`config.mk`:
```
export PLATFORM = sky130hd
export DESIGN_NAME = mclk_ratio_detect
export DESIGN_NICKNAME = d
export VERILOG_FILES = /design/src/rtl/mclk_det_pkg.sv /design/src/rtl/lrclk_period_meter.sv /design/src/rtl/ratio_matcher.sv /design/src/rtl/lock_tracker.sv /design/src/rtl/mclk_ratio_detect.sv
export SDC_FILE = /design/constraint.sdc
export NUM_CORES = 1
export LEC_CHECK = 0
export CORE_UTILIZATION = 25
export DETAILED_ROUTE_END_ITERATION = 6
export PLACE_DENSITY = 0.48
export SLEW_MARGIN = 20
export SYNTH_ARGS = -nofsm -noshare
export SYNTH_HDL_FRONTEND = slang
export SYNTH_HIERARCHICAL = 1
export SYNTH_SLANG_ARGS = --single-unit
export TNS_END_PERCENT = 20
```
`constraint.sdc`:
```
create_clock -name clk -period 9 [get_ports clk]
set_input_delay 0.9 -clock clk [delete_from_list [all_inputs] [get_ports clk]]
set_output_delay 0.9 -clock clk [all_outputs]
set_load 0.01 [all_outputs]
```
`src/rtl/mclk_det_pkg.sv`:
```
package mclk_det_pkg;

    localparam int NUM_RATIOS = 5;
    localparam int CODE_W     = $clog2(NUM_RATIOS);
    localparam int DIV_W      = 4;

    typedef enum logic [1:0] {
        MODE_INT8 = 2'd0,
        MODE_INT4 = 2'd1,
        MODE_INT2 = 2'd2,
        MODE_RSVD = 2'd3
    } interp_mode_e;

    // Multiple of the modulator rate for each ratio index; also the divide value
    function automatic int unsigned ratio_mult(input int unsigned idx);
        case (idx)
            0:       return 2;
            1:       return 3;
            2:       return 4;
            3:       return 6;
            4:       return 8;
            default: return 0;
        endcase
    endfunction

    // Modulator oversampling rate per mode, in units of FS; 0 means no valid set
    function automatic int unsigned mod_rate(input logic [1:0] mode);
        case (mode)
            MODE_INT8: return 128;
            MODE_INT4: return 64;
            MODE_INT2: return 32;
            default:   return 0;
        endcase
    endfunction

endpackage

```
`src/rtl/lrclk_period_meter.sv`:
```
module lrclk_period_meter #(
    parameter int CNT_W = 12
) (
    input  logic             clk,
    input  logic             rst_n,
    input  logic             lrclk_sync,
    input  logic [1:0]       interp_mode,
    output logic             period_valid,
    output logic [CNT_W-1:0] period,
    output logic             mode_chg
);
    localparam logic [CNT_W-1:0] CNT_MAX = {CNT_W{1'b1}};

    typedef struct packed {
        logic             prev;
        logic             armed;
        logic [CNT_W-1:0] cnt;
        logic [1:0]       mode;
    } meter_t;

    meter_t st_d, st_q;
    logic   rise;

    always_comb begin
        st_d     = st_q;
        rise     = lrclk_sync & ~st_q.prev;
        mode_chg = (interp_mode != st_q.mode);
        st_d.prev = lrclk_sync;
        st_d.mode = interp_mode;
        if (mode_chg) begin
            st_d.armed = 1'b0;
            st_d.cnt   = CNT_W'(1);
        end else if (rise) begin
            st_d.armed = 1'b1;
            st_d.cnt   = CNT_W'(1);
        end else if (st_q.cnt != CNT_MAX) begin
            st_d.cnt = st_q.cnt + CNT_W'(1);
        end
        period_valid = rise & st_q.armed & ~mode_chg;
        period       = st_q.cnt;
    end

    always_ff @(posedge clk or negedge rst_n) begin
        if (!rst_n) begin
            st_q.prev  <= 1'b0;
            st_q.armed <= 1'b0;
            st_q.cnt   <= CNT_W'(1);
            st_q.mode  <= 2'd0;
        end else begin
            st_q <= st_d;
        end
    end

endmodule

```
`src/rtl/ratio_matcher.sv`:
```
module ratio_matcher
    import mclk_det_pkg::*;
#(
    parameter int          CNT_W = 12,
    parameter int unsigned TOL   = 2
) (
    input  logic [CNT_W-1:0]  period,
    input  logic [1:0]        interp_mode,
    output logic              hit,
    output logic [CODE_W-1:0] idx
);
    logic [NUM_RATIOS-1:0] match_vec;
    logic [31:0]           p32;

    assign p32 = 32'(period);

    for (genvar g = 0; g < NUM_RATIOS; g++) begin : g_window
        logic [31:0] tgt;
        assign tgt = mod_rate(interp_mode) * ratio_mult(g);
        assign match_vec[g] = (tgt != 32'd0) && (p32 + TOL >= tgt) && (p32 <= tgt + TOL);
    end

    always_comb begin
        hit = |match_vec;
        idx = '0;
        for (int i = NUM_RATIOS - 1; i >= 0; i--) begin
            if (match_vec[i]) idx = CODE_W'(i);
        end
    end

endmodule

```
`src/rtl/lock_tracker.sv`:
```
module lock_tracker
    import mclk_det_pkg::*;
(
    input  logic              clk,
    input  logic              rst_n,
    input  logic              mode_chg,
    input  logic              period_valid,
    input  logic              hit,
    input  logic [CODE_W-1:0] idx,
    output logic              locked,
    output logic [CODE_W-1:0] code,
    output logic [DIV_W-1:0]  div_val
);
    typedef struct packed {
        logic              locked;
        logic              cand_valid;
        logic [CODE_W-1:0] cand;
        logic [CODE_W-1:0] code;
        logic [DIV_W-1:0]  div;
    } track_t;

    track_t tr_d, tr_q;

    always_comb begin
        tr_d = tr_q;
        if (mode_chg) begin
            tr_d.locked     = 1'b0;
            tr_d.cand_valid = 1'b0;
        end else if (period_valid) begin
            if (!hit) begin
                tr_d.locked     = 1'b0;
                tr_d.cand_valid = 1'b0;
            end else if (tr_q.cand_valid && tr_q.cand == idx) begin
                tr_d.locked = 1'b1;
                tr_d.code   = idx;
                tr_d.div    = DIV_W'(ratio_mult(32'(idx)));
            end else begin
                tr_d.locked     = 1'b0;
                tr_d.cand_valid = 1'b1;
                tr_d.cand       = idx;
            end
        end
    end

    always_ff @(posedge clk or negedge rst_n) begin
        if (!rst_n) begin
            tr_q <= '0;
        end else begin
            tr_q <= tr_d;
        end
    end

    assign locked  = tr_q.locked;
    assign code    = tr_q.code;
    assign div_val = tr_q.div;

endmodule

```
`src/rtl/mclk_ratio_detect.sv`:
```
module mclk_ratio_detect
    import mclk_det_pkg::*;
#(
    parameter int          CNT_W = 12,
    parameter int unsigned TOL   = 2
) (
    input  logic              clk,
    input  logic              rst_n,
    input  logic              lrclk_sync,
    input  logic [1:0]        interp_mode,
    output logic              locked,
    output logic [CODE_W-1:0] ratio_code,
    output logic [DIV_W-1:0]  div_val
);
    logic              period_valid;
    logic [CNT_W-1:0]  period;
    logic              mode_chg;
    logic              hit;
    logic [CODE_W-1:0] idx;

    lrclk_period_meter #(.CNT_W(CNT_W)) u_meter (
        .clk          (clk),
        .rst_n        (rst_n),
        .lrclk_sync   (lrclk_sync),
        .interp_mode  (interp_mode),
        .period_valid (period_valid),
        .period       (period),
        .mode_chg     (mode_chg)
    );

    ratio_matcher #(.CNT_W(CNT_W), .TOL(TOL)) u_match (
        .period      (period),
        .interp_mode (interp_mode),
        .hit         (hit),
        .idx         (idx)
    );

    lock_tracker u_track (
        .clk          (clk),
        .rst_n        (rst_n),
        .mode_chg     (mode_chg),
        .period_valid (period_valid),
        .hit          (hit),
        .idx          (idx),
        .locked       (locked),
        .code         (ratio_code),
        .div_val      (div_val)
    );

endmodule

```
# After elaboration in Yosys (flattened, before gate mapping)
# Cells that the tools add are included.
# Widths: inputs -> output; s select.
# totals
out_inout_bits,8
wordCells,87
reg_bits,28
input_bits,5
# op_classes
n_mux,18
addsub,7
eq_ne,10
multipliers,2
n_lt_le_gt_ge,10
bitwise,6
n_reduce_logical,25
# ops
operator,count
$le 12x32->1,5
$reduce_bool 32->1,5
$add 32x2->32 const B,2
$ge 32x32->1,2
$mux 12,3
$ge 32x10->1,1
$ge 32x11->1,1
$ge 32x9->1,1
$pmux 8 s3,1
$mul 8x2->10 const B,2
$pmux 4 s5,1
$mux 3,5
$add 12x2->13 const B,1
$mux 13,1
$add 11x2->12 const B,1
$add 12x1->12 const B,1
$ne 12x12->1 const B,1
$add 10x2->11 const B,1
$logic_and 1x1->1,11
$add 9x2->10 const B,1
$mux 10,1
$reduce_and 4->1,2
$mux 7,1
$eq 3x2->1 const B,2
other kinds (18),25

# Longest topological paths before layout
# Gate-level depths: netlist of run 1.
# logic_depth
depth_word,16
depth_mapped,16
ltp_nobuf,14

# Cells and area by module
# The synthesis of run 1 kept the hierarchy.
# modules_own_cells
mod,seq_area_each_um2,area_per_inst_um2,n_inst,cells_per_inst
ratio_matcher,0.0,1457.6,1,191
lrclk_period_meter,401.6,879.6,1,91
lock_tracker,300.3,594.3,1,45

# Worst setup path before layout of run 1
# Ideal clock, no wire load.
# synth_timing
kind,in2reg
from,input interp_mode[1]
to,register u_track.tr_q (netlist bit u_track/code[0])
t_required_ps,8875
path_stages,13
path_slack_ps,4657
setup_time_ps,125
arrival_ps,4219
n_path_buf,0
path_cell_list,inv_1 -> ha_1 -> nor2b_1 -> xnor2_1 -> ha_1 -> and3_1 -> a41o_1 -> o211a_1 -> a221oi_2 -> nor4b_2 -> xor2_1 -> nor4_4 -> mux2_2
# synth_between
elab_chain_cells,13
word_cells_on_any_way,48
cone_classes,add/sub (5); mul (2); order compare (10); eq/ne (4); mux (6); bitwise (2); reduce/logical (19)
# synth_rtl
item,line_no,source
from (decl),mclk_ratio_detect.sv:10,"input logic [1:0] interp_mode,"
$eq 2x2->1 (tied with other cells),mclk_det_pkg.sv:28,case (mode)
$pmux 8 s3 *,mclk_det_pkg.sv:28,
$mul 8x2->10 (tied with other cells),ratio_matcher.sv:19,assign tgt = mod_rate(interp_mode) * ratio_mult(g);
$add 32x2->32 (tied with other cells),ratio_matcher.sv:20,assign match_vec[g] = (tgt != 32'd0) && (p32 + TOL >= tgt) && (p32 <= tgt + TOL);
$le 12x32->1 or $logic_and 1x1->1 (tied branches),ratio_matcher.sv:20,
$logic_and 1x1->1 or $mux 3 (tied branches),"ratio_matcher.sv:20, ratio_matcher.sv:27",
$mux 3 (3 in series),ratio_matcher.sv:27,if (match_vec[i]) idx = CODE_W'(i);
$mux 3 *,ratio_matcher.sv:27,
net idx[2],mclk_ratio_detect.sv:19,logic [CODE_W-1:0] idx;
$eq 3x3->1 *,lock_tracker.sv:33,end else if (tr_q.cand_valid && tr_q.cand == idx) begin
$logic_and 1x1->1 *,lock_tracker.sv:33,
$reduce_and 4->1 (no source line) *,n/a,
to (signal assigned),lock_tracker.sv:49,tr_q <= tr_d;
to (decl),lock_tracker.sv:22,"track_t tr_d, tr_q;"
# The timed path passes the listed nets; every way through them passes the cells marked *.
# A chain may end at the register's enable or synchronous reset.

# Final worst setup path of run 1
# layout_timing
from,input interp_mode[0]
to,register u_track.tr_q (netlist bit u_track/div_val[3])
# layout_between
elab_chain_cells,13
word_cells_on_any_way,54
cone_classes,add/sub (5); mul (2); order compare (10); eq/ne (8); mux (7); bitwise (2); reduce/logical (20)
# layout_rtl
item,line_no
$eq 2x2->1 (tied with other cells),mclk_det_pkg.sv:28
$pmux 8 s3 *,mclk_det_pkg.sv:28
$mul 8x2->10 (tied with other cells),ratio_matcher.sv:19
$add 32x2->32 (tied with other cells),ratio_matcher.sv:20
$le 12x32->1 or $logic_and 1x1->1 (tied branches),ratio_matcher.sv:20
$logic_and 1x1->1 or $mux 3 (tied branches),"ratio_matcher.sv:20, ratio_matcher.sv:27"
$mux 3 (3 in series),ratio_matcher.sv:27
$mux 3 *,ratio_matcher.sv:27
net idx[2],mclk_ratio_detect.sv:19
$eq 3x3->1,lock_tracker.sv:33
$logic_and 1x1->1,lock_tracker.sv:33
$reduce_and 4->1 (no source line),n/a
# Marks and branches as above.

==> results_dict.tcl, run 1 <==
set metrics [dict create \
    drv_cap 0 \
    synth_seq_area_share 0.239 \
    core_region_area_um2 11400 \
    fillers 1239 \
    multiInputGateArea_um2 1960 \
    grt_max_degree 29 \
    crit_type "in2reg" \
    grt_pass1_wl_um 12200 \
    layout-drive-gt1-share 0.113 \
    cp_max_fo 8 \
    antenna_cells 0 \
    yosysWarnings 6 \
    power.density_nw_per_um2 105 \
    syn-instance-count 327 \
    ys.flop_type "dfrtp_1" \
    avgSynthCellArea_um2 8.97 \
    placed_cell_area_um2 3040 \
    cp-start-kind "primary input" \
    start_util 0.257 \
    io-pin-count 13 \
    r2r_cells 14 \
    peakVddDrop_v 0.0000721 \
    wl_per_cell_um 15.9 \
    die_area_um2 12200 \
    skew_ps 3.25 \
    nets 360 \
    tightest_slew_ps 686 \
    via_count 2424 \
    synth_area_um2 2930 \
    crit_required_ps 9160 \
    cts_sinks 28 \
    std_cell_rows 39 \
    die_h_um 110 \
    synthArstFlopShare 1.00 \
    syn2layout_area_growth_pct 7.26 \
    postCtsSetupRepairBufs 0 \
    cts_resized 0 \
    hold_viol 0 \
    numCtsBuffers 3 \
    whs_ps 478 \
    ctsLongestPathBuffers 2 \
    fmax_mhz 190 \
    io_buffers 12 \
    arrival_ps 5430 \
    rsz0062_at_grt "no" \
    design_area_um2 3140 \
    min_path_cells 1 \
    ys_seq_elements 28 \
    critPathCaptureType "register" \
    antenna_found_initial 0 \
    clk_pin_slew_ps 70 \
    drt-total-wl_um 7350 \
    seq_area_um2 702 \
    hpwl_um 5550 \
    p_leak_nw 1.37 \
    hold_class "reg2reg" \
    synth_cell_types 65 \
    final_util 0.275 \
    status "complete, no violations" \
    reg2reg_to "u_track/div_val[3]$_DFFE_PN0P_" \
    fp.dieW_um 110 \
    slew_headroom 0.543 \
    synthesis.nets 368 \
    synth-edff-count 0 \
    h-tree-depth 1 \
    reg2reg_slack_ps 4070 \
    cts_tree "yes" \
    via_per_inst 5.26 \
    p_total_mw 0.329 \
    period_share 0.585 \
    place.gp.congestion 0.826 \
    worstReg2RegStart "u_meter/period[2]$_DFFE_PN0P_" \
    drc 0 \
    hold_buffers 0 \
    drtAntennaViolNets 0 \
    drt_iter0_drc 141 \
    finalSetupViolations 0 \
    insertion_delay_ps 270 \
    hp-start "u_track/locked$_DFFE_PN0P_" \
    grt.overflow.total 0 \
    worst_hold_path.endpoint "u_track/locked$_DFFE_PN0P_" \
    drtPass1Iterations 4 \
    report.final.slew_viol_count 0 \
    period_needed_ps 5270 \
    grt_pass1_vias 2408 \
    setup_tns_ps 0 \
    track_usage 0.129 \
    root_buffer "clkbuf_16" \
]
## worst max-delay path, cell delays in order
cell,delay [ps]
clkdlybuf4s50_1,620
inv_1,110
ha_1,280
xnor2_1,470
ha_1,350
and3_1,200
a41o_1,260
o211a_1,240
a221oi_2,300
nor4b_2,570
xor2_1,200
nor4_4,520
mux2_2,400
## power by group
group / internal, mW / switching (mW) / total [mW] / leakage (nW)
Sequential: 0.128 / 0.00364 / 0.132 / 0.380
Clock: 0.0888 / 0.0469 / 0.136 / 0.0511
Combinational: 0.0241 / 0.0379 / 0.0619 / 0.941
## layer usage
metal / global-route usage / part of all wire / vias up
met5: 0 / 0 / -
met4: 0.0461 / 0.019 / 0
met3: 0.0106 / 0.041 / 9
met2: 0.201 / 0.45 / 42
met1: 0.186 / 0.49 / 1188
li1: - / - / 1185
## metrics by stage
stage / setup slack [ps] / std cells
2_1_floorplan: 4660 / 327
3_3_place_gp: 3530 / 457
3_5_place_dp: 3470 / 457
4_1_cts: 3740 / 461
5_1_grt: 3480 / 461
6_report: 3730 / 461
## cell usage after synthesis (all sizes together) (2+ instances only)
master / count / area share
o311ai: 4 / 0.012
and3: 6 / 0.013
nand4b: 2 / 0.011
ha: 36 / 0.15
nor4: 3 / 0.012
mux2: 11 / 0.044
o31ai: 4 / 0.015
or3: 6 / 0.015
a21oi: 12 / 0.020
nor2b: 6 / 0.013
o21a: 5 / 0.013
nand2: 14 / 0.018
inv: 16 / 0.020
nor2: 26 / 0.033
xor2: 8 / 0.024
a2111oi: 3 / 0.0094
dfrtp: 27 / 0.23
nand2b: 4 / 0.0085
buf: 26 / 0.069
or2: 5 / 0.011
xnor2: 5 / 0.015
and4: 4 / 0.012
mux2i: 2 / 0.0068
nor3b: 3 / 0.0077
and2: 4 / 0.0085
o21ai: 12 / 0.020
nor3: 20 / 0.038
a221oi: 3 / 0.011
o31a: 2 / 0.0060
a21o: 4 / 0.010
a211oi: 4 / 0.010
a31oi: 7 / 0.015
nand4: 9 / 0.023
nand3: 8 / 0.017
## area by class of cell
type | count | share of cell area
multi-input combinational | 256 | 0.624
sequential | 28 | 0.223
tap | 143 | 0.0569
timing repair buffer | 14 | 0.0430
clock buffer | 3 | 0.0239
inverter | 16 | 0.0191
clock inverter | 1 | 0.00955
## cells in the final DEF, fill, tap and decap left out, types with 5 or more instances in the layout
cell / Yosys / final
o21ai_0: 12 / 12
a31oi_1: 7 / 7
inv_1: 16 / 16
o21a_1: 5 / 5
nor2b_1: 6 / 6
and3_1: 6 / 6
nand3_1: 6 / 6
nor3_1: 19 / 19
clkdlybuf4s50_1: 0 / 12
dfrtp_1: 27 / 27
nand2_1: 14 / 14
or3_1: 5 / 5
ha_1: 36 / 36
nor2_1: 26 / 26
a21oi_1: 12 / 12
xnor2_1: 5 / 5
xor2_1: 8 / 8
nand4_1: 7 / 7
mux2_2: 10 / 10
## cell families (layout without fill, tap and decap cells)
group           count (synthesis)  count (layout)  synth area share
simple gates                  124             124             0.254
mux                            13              13            0.0504
compound gates                 70              70             0.172
buf+inv                        43              34            0.0909
fa+ha+maj                      36              36             0.154
xor+xnor                       13              13            0.0388
flops                          28              28             0.239
## worst max-delay path by stage
| stage | endpoint | from | cells past startpoint | slack [ps] |
|---|---|---|---|---|
| global route | u_track/code[2]$_DFFE_PN0P_ | interp_mode[0] | 14 | 3480 |
| finish | u_track/div_val[3]$_DFFE_PN0P_ | interp_mode[0] | 13 | 3730 |
| floorplan | u_track/code[0]$_DFFE_PN0P_ | interp_mode[1] | 13 | 4660 |
| global placement | u_track/div_val[1]$_DFFE_PN0P_ | interp_mode[0] | 13 | 3530 |
| detailed placement | u_track/div_val[3]$_DFFE_PN0P_ | interp_mode[0] | 13 | 3470 |
| CTS | u_track/div_val[3]$_DFFE_PN0P_ | interp_mode[0] | 13 | 3740 |
## registers in the layout, summed over array words and instances (netlist names)
register / count
u_track/locked: 1
u_track/tr_q: 4
u_track/div_val: 4
u_meter/st_q: 4
u_meter/period: 12
u_track/code: 3
Note: power is estimated with default switching activity, not from simulation.
==> run 2, diff against run 1 <==
PLACE_DENSITY = 0.49   (was 0.48)
clock period = 4.33 ns   (was 9 ns; I/O delays follow)
==> run 2 against run 1 <==
Register-to-register slack got worse by 3700 ps; power rose by 110%; first-iteration DRC count is 6.4% lower; via count is 0.95% higher; sequential power rose by 100%; clock skew hardly changed; sequential share of layout area is 1.1 points lower; highest routed layer unchanged.
==> results_dict.tcl, run 2 (synthesized netlist as in run 1, its figures left out) <==
set metrics [dict create \
    cts_tree "yes" \
    syn2layout_area_growth_pct 12.9 \
    arrival_ps 4120 \
    cp_max_fo 8 \
    ctsLongestPathBuffers 2 \
    drtAntennaViolNets 0 \
    antenna_found_initial 0 \
    die_area_um2 12200 \
    grt_max_degree 29 \
    final_cell_mix "ha_1, dfrtp_1, nor2_1, buf_4, nor3_1" \
    finalSetupViolations 0 \
    status "complete, no violations" \
    insertion_delay_ps 260 \
    grt.overflow.total 0 \
    hold_class "reg2reg" \
    r2r_cells 16 \
    rsz0062_at_grt "no" \
    io_buffers 12 \
    hold_viol 0 \
    largest_reg_flops 12 \
    pwr-share-clk 0.398 \
    die_h_um 110 \
    crit_type "reg2reg" \
    track_usage 0.130 \
    numCtsBuffers 3 \
    antenna_cells 0 \
    via_per_inst 5.07 \
    numPlacedInstances 479 \
    netSwitchingFraction 0.256 \
    start_util 0.257 \
    tightest_slew_ps 580 \
    design_area_um2 3310 \
    place.gp.congestion 0.941 \
    hold_buffers 0 \
    grtUsageMet3 0.00941 \
    nets 382 \
    crit_required_ps 4480 \
    std_cell_rows 39 \
    cts_resized 0 \
    power.density_nw_per_um2 207 \
    critPathCaptureType "register" \
    core_region_area_um2 11400 \
    grt-busiest-layer "met2" \
    drtPass1Iterations 4 \
    drt-total-wl_um 7440 \
    drv_cap 0 \
    clk_pin_slew_ps 70 \
    peakVddDrop_v 0.000201 \
    min_path_cells 2 \
    drt_iter0_drc 132 \
    report.final.slew_viol_count 0 \
    hpwl_um 5950 \
    period_share 0.916 \
    placed_cell_area_um2 3200 \
    cts_sinks 28 \
    layout_commonest_cell "ha_1" \
    period_needed_ps 3970 \
    postCtsSetupRepairBufs 0 \
    fmax_mhz 252 \
    grt_pass1_wl_um 12200 \
    h-tree-depth 1 \
    p_int_mw 0.510 \
    fp.dieW_um 110 \
    layout-drive-gt1-share 0.171 \
    power.net_switching_mw 0.175 \
    p_leak_nw 1.48 \
    wl_per_cell_um 15.4 \
    fin_cells 483 \
    pwr-share-seq 0.394 \
    use_met1 0.183 \
    grt_pass1_vias 2344 \
    slew_headroom 0.613 \
    met2_usage 0.213 \
    setup_tns_ps 0 \
    drc 0 \
    via_count 2447 \
    root_buffer "clkbuf_16" \
    cp-start-kind "register" \
    io-pin-count 13 \
    p_comb_frac 0.208 \
    skew_ps 3.09 \
]
-- run 2: final timing paths --
kind	startpoint	end	slack [ps]
setup reg to reg	u_meter/period[1]$_DFFE_PN0P_	u_track/code[1]$_DFFE_PN0P_	360
setup / recovery	u_meter/period[1]$_DFFE_PN0P_	u_track/code[1]$_DFFE_PN0P_	360
hold reg to reg	u_meter/st_q[14]$_DFFE_PN0P_	u_meter/st_q[14]$_DFFE_PN0P_	500
min in group asynchronous	rst_n	u_track/div_val[0]$_DFFE_PN0P_	550
hold / removal	u_meter/st_q[14]$_DFFE_PN0P_	u_meter/st_q[14]$_DFFE_PN0P_	500
max in group asynchronous	rst_n	u_meter/period[0]$_DFFE_PN1P_	3470
-- run 2: per-layer routing --
| layer | wire length (µm) | vias up |
|---|---|---|
| met5 | 0 | - |
| met4 | 116 | 0 |
| met3 | 224 | 10 |
| met2 | 3500 | 41 |
| met1 | 3610 | 1157 |
| li1 | - | 1239 |
-- run 2: power groups by stage --
stage	combinational, mW	clock, mW	sequential, mW
2_1_floorplan	0.0928	0	0.275
3_3_place_gp	0.144	0	0.275
3_5_place_dp	0.144	0	0.275
4_1_cts	0.144	0.283	0.270
5_1_grt	0.159	0.290	0.271
6_report	0.143	0.273	0.270
-- run 2: area by class of cell --
type                            count  area, µm²
Timing Repair Buffer               36        300
Multi-Input combinational cell    256       1960
Inverter                           16       60.1
Clock buffer                        3       75.1
Fill cell                        1225       8110
Tap cell                          143        179
Clock inverter                      1       30.0
Sequential cell                    28        702
-- run 2: per-stage QoR --
step | setup WS, ps | utilization | hold slack [ps] | total power [mW]
floorplan | 282 | - | 137 | 0.367
global placement | 124 | 0.281 | 472 | 0.419
detailed placement | 65.4 | 0.281 | 495 | 0.419
CTS | 336 | 0.290 | 512 | 0.697
global route | 97.6 | 0.290 | 522 | 0.720
finish | 365 | 0.290 | 501 | 0.686
-- run 2: worst max-delay path, stage by stage (launching register included) --
cell	delay [ps]
dfrtp_1	380
ha_1	270
nand4_1	160
buf_4	160
nor3_1	50
or2_2	310
ha_1	300
o21ai_0	80
nand2b_1	100
a211oi_1	380
o21bai_1	150
a221oi_2	290
nor4b_2	330
xor2_1	150
nor4_4	210
buf_4	200
mux2_2	340
==> run 3, diff against run 2 <==
ABC_AREA = 1   (was unset)
==> run 3 against run 2 <==
Via count grew 16%; sequential power grew 7.8%; final area grew 5.3%; power grew 6.3%; global-route usage grew 0.12 points; non-clock buffer count shrank 16; sequential cell count is the same.
==> results_dict.tcl, run 3 <==
set metrics [dict create \
    status "complete, no violations" \
    cp-start-kind "primary input" \
    synth-xor-area-share 0.0111 \
    report.final.slew_viol_count 0 \
    synthArstFlopShare 1.00 \
    dp_slack_ps 258 \
    clk_pin_slew_ps 70 \
    antenna_cells 0 \
    h-tree-depth 1 \
    synth_seq_area_share 0.222 \
    wl_per_cell_um 12.4 \
    die_h_um 114 \
    drtAntennaViolNets 0 \
    ys_seq_elements 28 \
    syn2layout_area_growth_pct 10.3 \
    synth_cell_types 34 \
    timing.critical_path.mode_cell "nand2_1" \
    period_share 0.862 \
    numCtsBuffers 3 \
    r2r_cells 22 \
    synth_most_common_cell "nand2_1" \
    power.density_nw_per_um2 209 \
    synth_fa_ha_area_frac 0.143 \
    syn-instance-count 474 \
    period_needed_ps 3730 \
    slowest_delay_ps 610 \
    synth_top_family_by_area "simple AND/OR/NAND/NOR gates" \
    critPathCaptureType "register" \
    drv_cap 0 \
    peakVddDrop_v 0.000185 \
    hold_class "reg2reg" \
    slew_headroom 0.655 \
    p_leak_nw 1.75 \
    synth_compound_area_frac 0.0955 \
    grt_pass1_wl_um 13700 \
    p_total_mw 0.729 \
    hold_buffers 0 \
    drt_iter0_drc 131 \
    synth_area_um2 3160 \
    place.gp.congestion 0.863 \
    drt-total-wl_um 7960 \
    grt_pass1_vias 2763 \
    die_area_um2 13100 \
    crit_required_ps 4490 \
    arrival_ps 3890 \
    finalSetupViolations 0 \
    cp-startpoint "interp_mode[0]" \
    grt_max_degree 29 \
    fmax_mhz 268 \
    skew_ps 2.44 \
    critPathSlowestCell "clkdlybuf4s50_1" \
    ctsLongestPathBuffers 2 \
    cts_tree "yes" \
    drtPass1Iterations 4 \
    final_cell_mix "nand2_1, inv_1, nand3_1, nor2_1, ha_1" \
    synth_area_leaders "dfrtp_1, ha_1, nand2_1" \
    worst-path-stages 23 \
    crit_type "in2reg" \
    cp_top_family "simple AND/OR/NAND/NOR gates" \
    io-pin-count 13 \
    yosysTopAreaCell "dfrtp_1" \
    ys.flop_type "dfrtp_1" \
    synth-edff-count 0 \
    layout-drive-gt1-share 0.126 \
    insertion_delay_ps 270 \
    postCtsSetupRepairBufs 0 \
    nets 518 \
    fillers 1345 \
    root_buffer "clkbuf_16" \
    std_cell_rows 40 \
    grt.overflow.total 0 \
    cts_resized 0 \
    via_per_inst 4.40 \
    antenna_found_initial 0 \
    hp-start "u_track/tr_q[10]$_DFFE_PN0P_" \
    track_usage 0.132 \
    hold_viol 0 \
    via_count 2835 \
    fin_ws_ps 596 \
    tightest_slew_ps 517 \
    fp.dieW_um 114 \
    cp_max_fo 15 \
    cts_sinks 28 \
    start_util 0.260 \
    setup_tns_ps 0 \
    cp_num_buf_inv 4 \
    io_buffers 12 \
    synthesis.nets 515 \
    layout_commonest_cell "nand2_1" \
    avgSynthCellArea_um2 6.66 \
    hpwl_um 6380 \
    min_path_cells 2 \
    synthTopCellsByCount "nand2_1, inv_1, nand3_1" \
    synth_simple_gate_area_frac 0.386 \
    yosysTopAreaCellShare 0.214 \
    largest_reg_flops 12 \
    core_region_area_um2 12200 \
    worstReg2RegStart "u_meter/period[4]$_DFFE_PN0P_" \
    rsz0062_at_grt "no" \
    drc 0 \
    yosysWarnings 6 \
    synthMuxAreaShare 0 \
    cp_cell_sequence "clkdlybuf4s50_1 > inv_1 > ha_1 > inv_1 > nand2_1 > nand2_1 > nand2_1 > ha_1 > nand2_1 > nor3_1 > and2_1 > o21bai_1 > nand2_1 > a21oi_1 > nand2_1 > a21boi_1 > inv_2 > nand2_1 > nand2_1 > nor2_2 > nand3_4 > nand2_1 > o21ai_2" \
]
==> run 3: cell types whose count changed in the layout (fill, tap and decap cells not counted), moves of 8 or more <==
cell     delta
nand2_1   +104
nand2_2    +14
a21oi_1    +12
mux2_2     -10
inv_1      +56
nand3_1    +37
nor2_1     +13
o21ai_1     +8
buf_4      -16
nor2_2      +8
==> run 3: cell families (layout without fill, tap and decap cells) <==
kind of cell             after synthesis  count (layout)
AO/OA/AOI/OAI                         53              53
XOR/XNOR                               4               4
adder cells (fa/ha/maj)               36              36
buffers and inverters                 97              99
flip-flops                            28              28
AND/OR/NAND/NOR                      256             256
==> run 3: path summary, 6_finish.rpt <==
check	slack, ps	end
max	600	u_track/code[1]$_DFFE_PN0P_
min	480	u_track/tr_q[10]$_DFFE_PN0P_
max reg2reg	610	u_track/code[1]$_DFFE_PN0P_
min reg2reg	480	u_track/tr_q[10]$_DFFE_PN0P_
max in group asynchronous	3460	u_meter/period[0]$_DFFE_PN1P_
min in group asynchronous	540	u_meter/st_q[0]$_DFF_PN0_
==> run 3: routing by layer <==
layer	GRT usage	vias up	wire length (µm)
li1	-	1504	-
met1	0.184	1270	3890
met2	0.216	49	3580
met3	0.0106	12	341
met4	0.0381	0	150
met5	0	-	0
==> run 3: worst register-to-register path, stage by stage (launching register included) <==
cell	delay, ps
dfrtp_1	650
nand2_2	200
nor2_1	180
xor2_1	320
ha_1	300
o21ai_0	160
nand2_1	110
nor2_1	130
nor2_1	50
nand2_1	70
nand2_1	60
nand2_1	50
nand2_1	60
nand2_2	80
nand2_2	70
nor3_2	290
inv_2	130
nand2_1	80
nand2_1	50
nor2_2	170
nand3_4	210
nand2_1	130
o21ai_2	50
==> run 3: area by class of cell <==
type / instances / area, µm² / area share
inverter: 75 / 282 / 0.0808
sequential: 28 / 702 / 0.201
clock buffer: 3 / 75.1 / 0.0215
timing repair buffer: 20 / 180 / 0.0517
multi-input combinational: 349 / 2010 / 0.576
tap: 168 / 210 / 0.0603
clock inverter: 1 / 30.0 / 0.00862
==> run 3: power breakdown <==
group          switching, mW  internal (mW)
clock network         0.0944          0.184
logic                  0.105         0.0539
registers             0.0176          0.273
==> run 3: stage by stage <==
stage / instance area [µm²] / std cells / hold WS (ps) / utilization
global placement: 3380 / 640 / 466 / 0.278
floorplan: 3160 / 474 / 137 / -
detailed placement: 3380 / 640 / 473 / 0.278
CTS: 3480 / 644 / 492 / 0.287
global route: 3480 / 644 / 509 / 0.287
finish: 3480 / 644 / 483 / 0.287
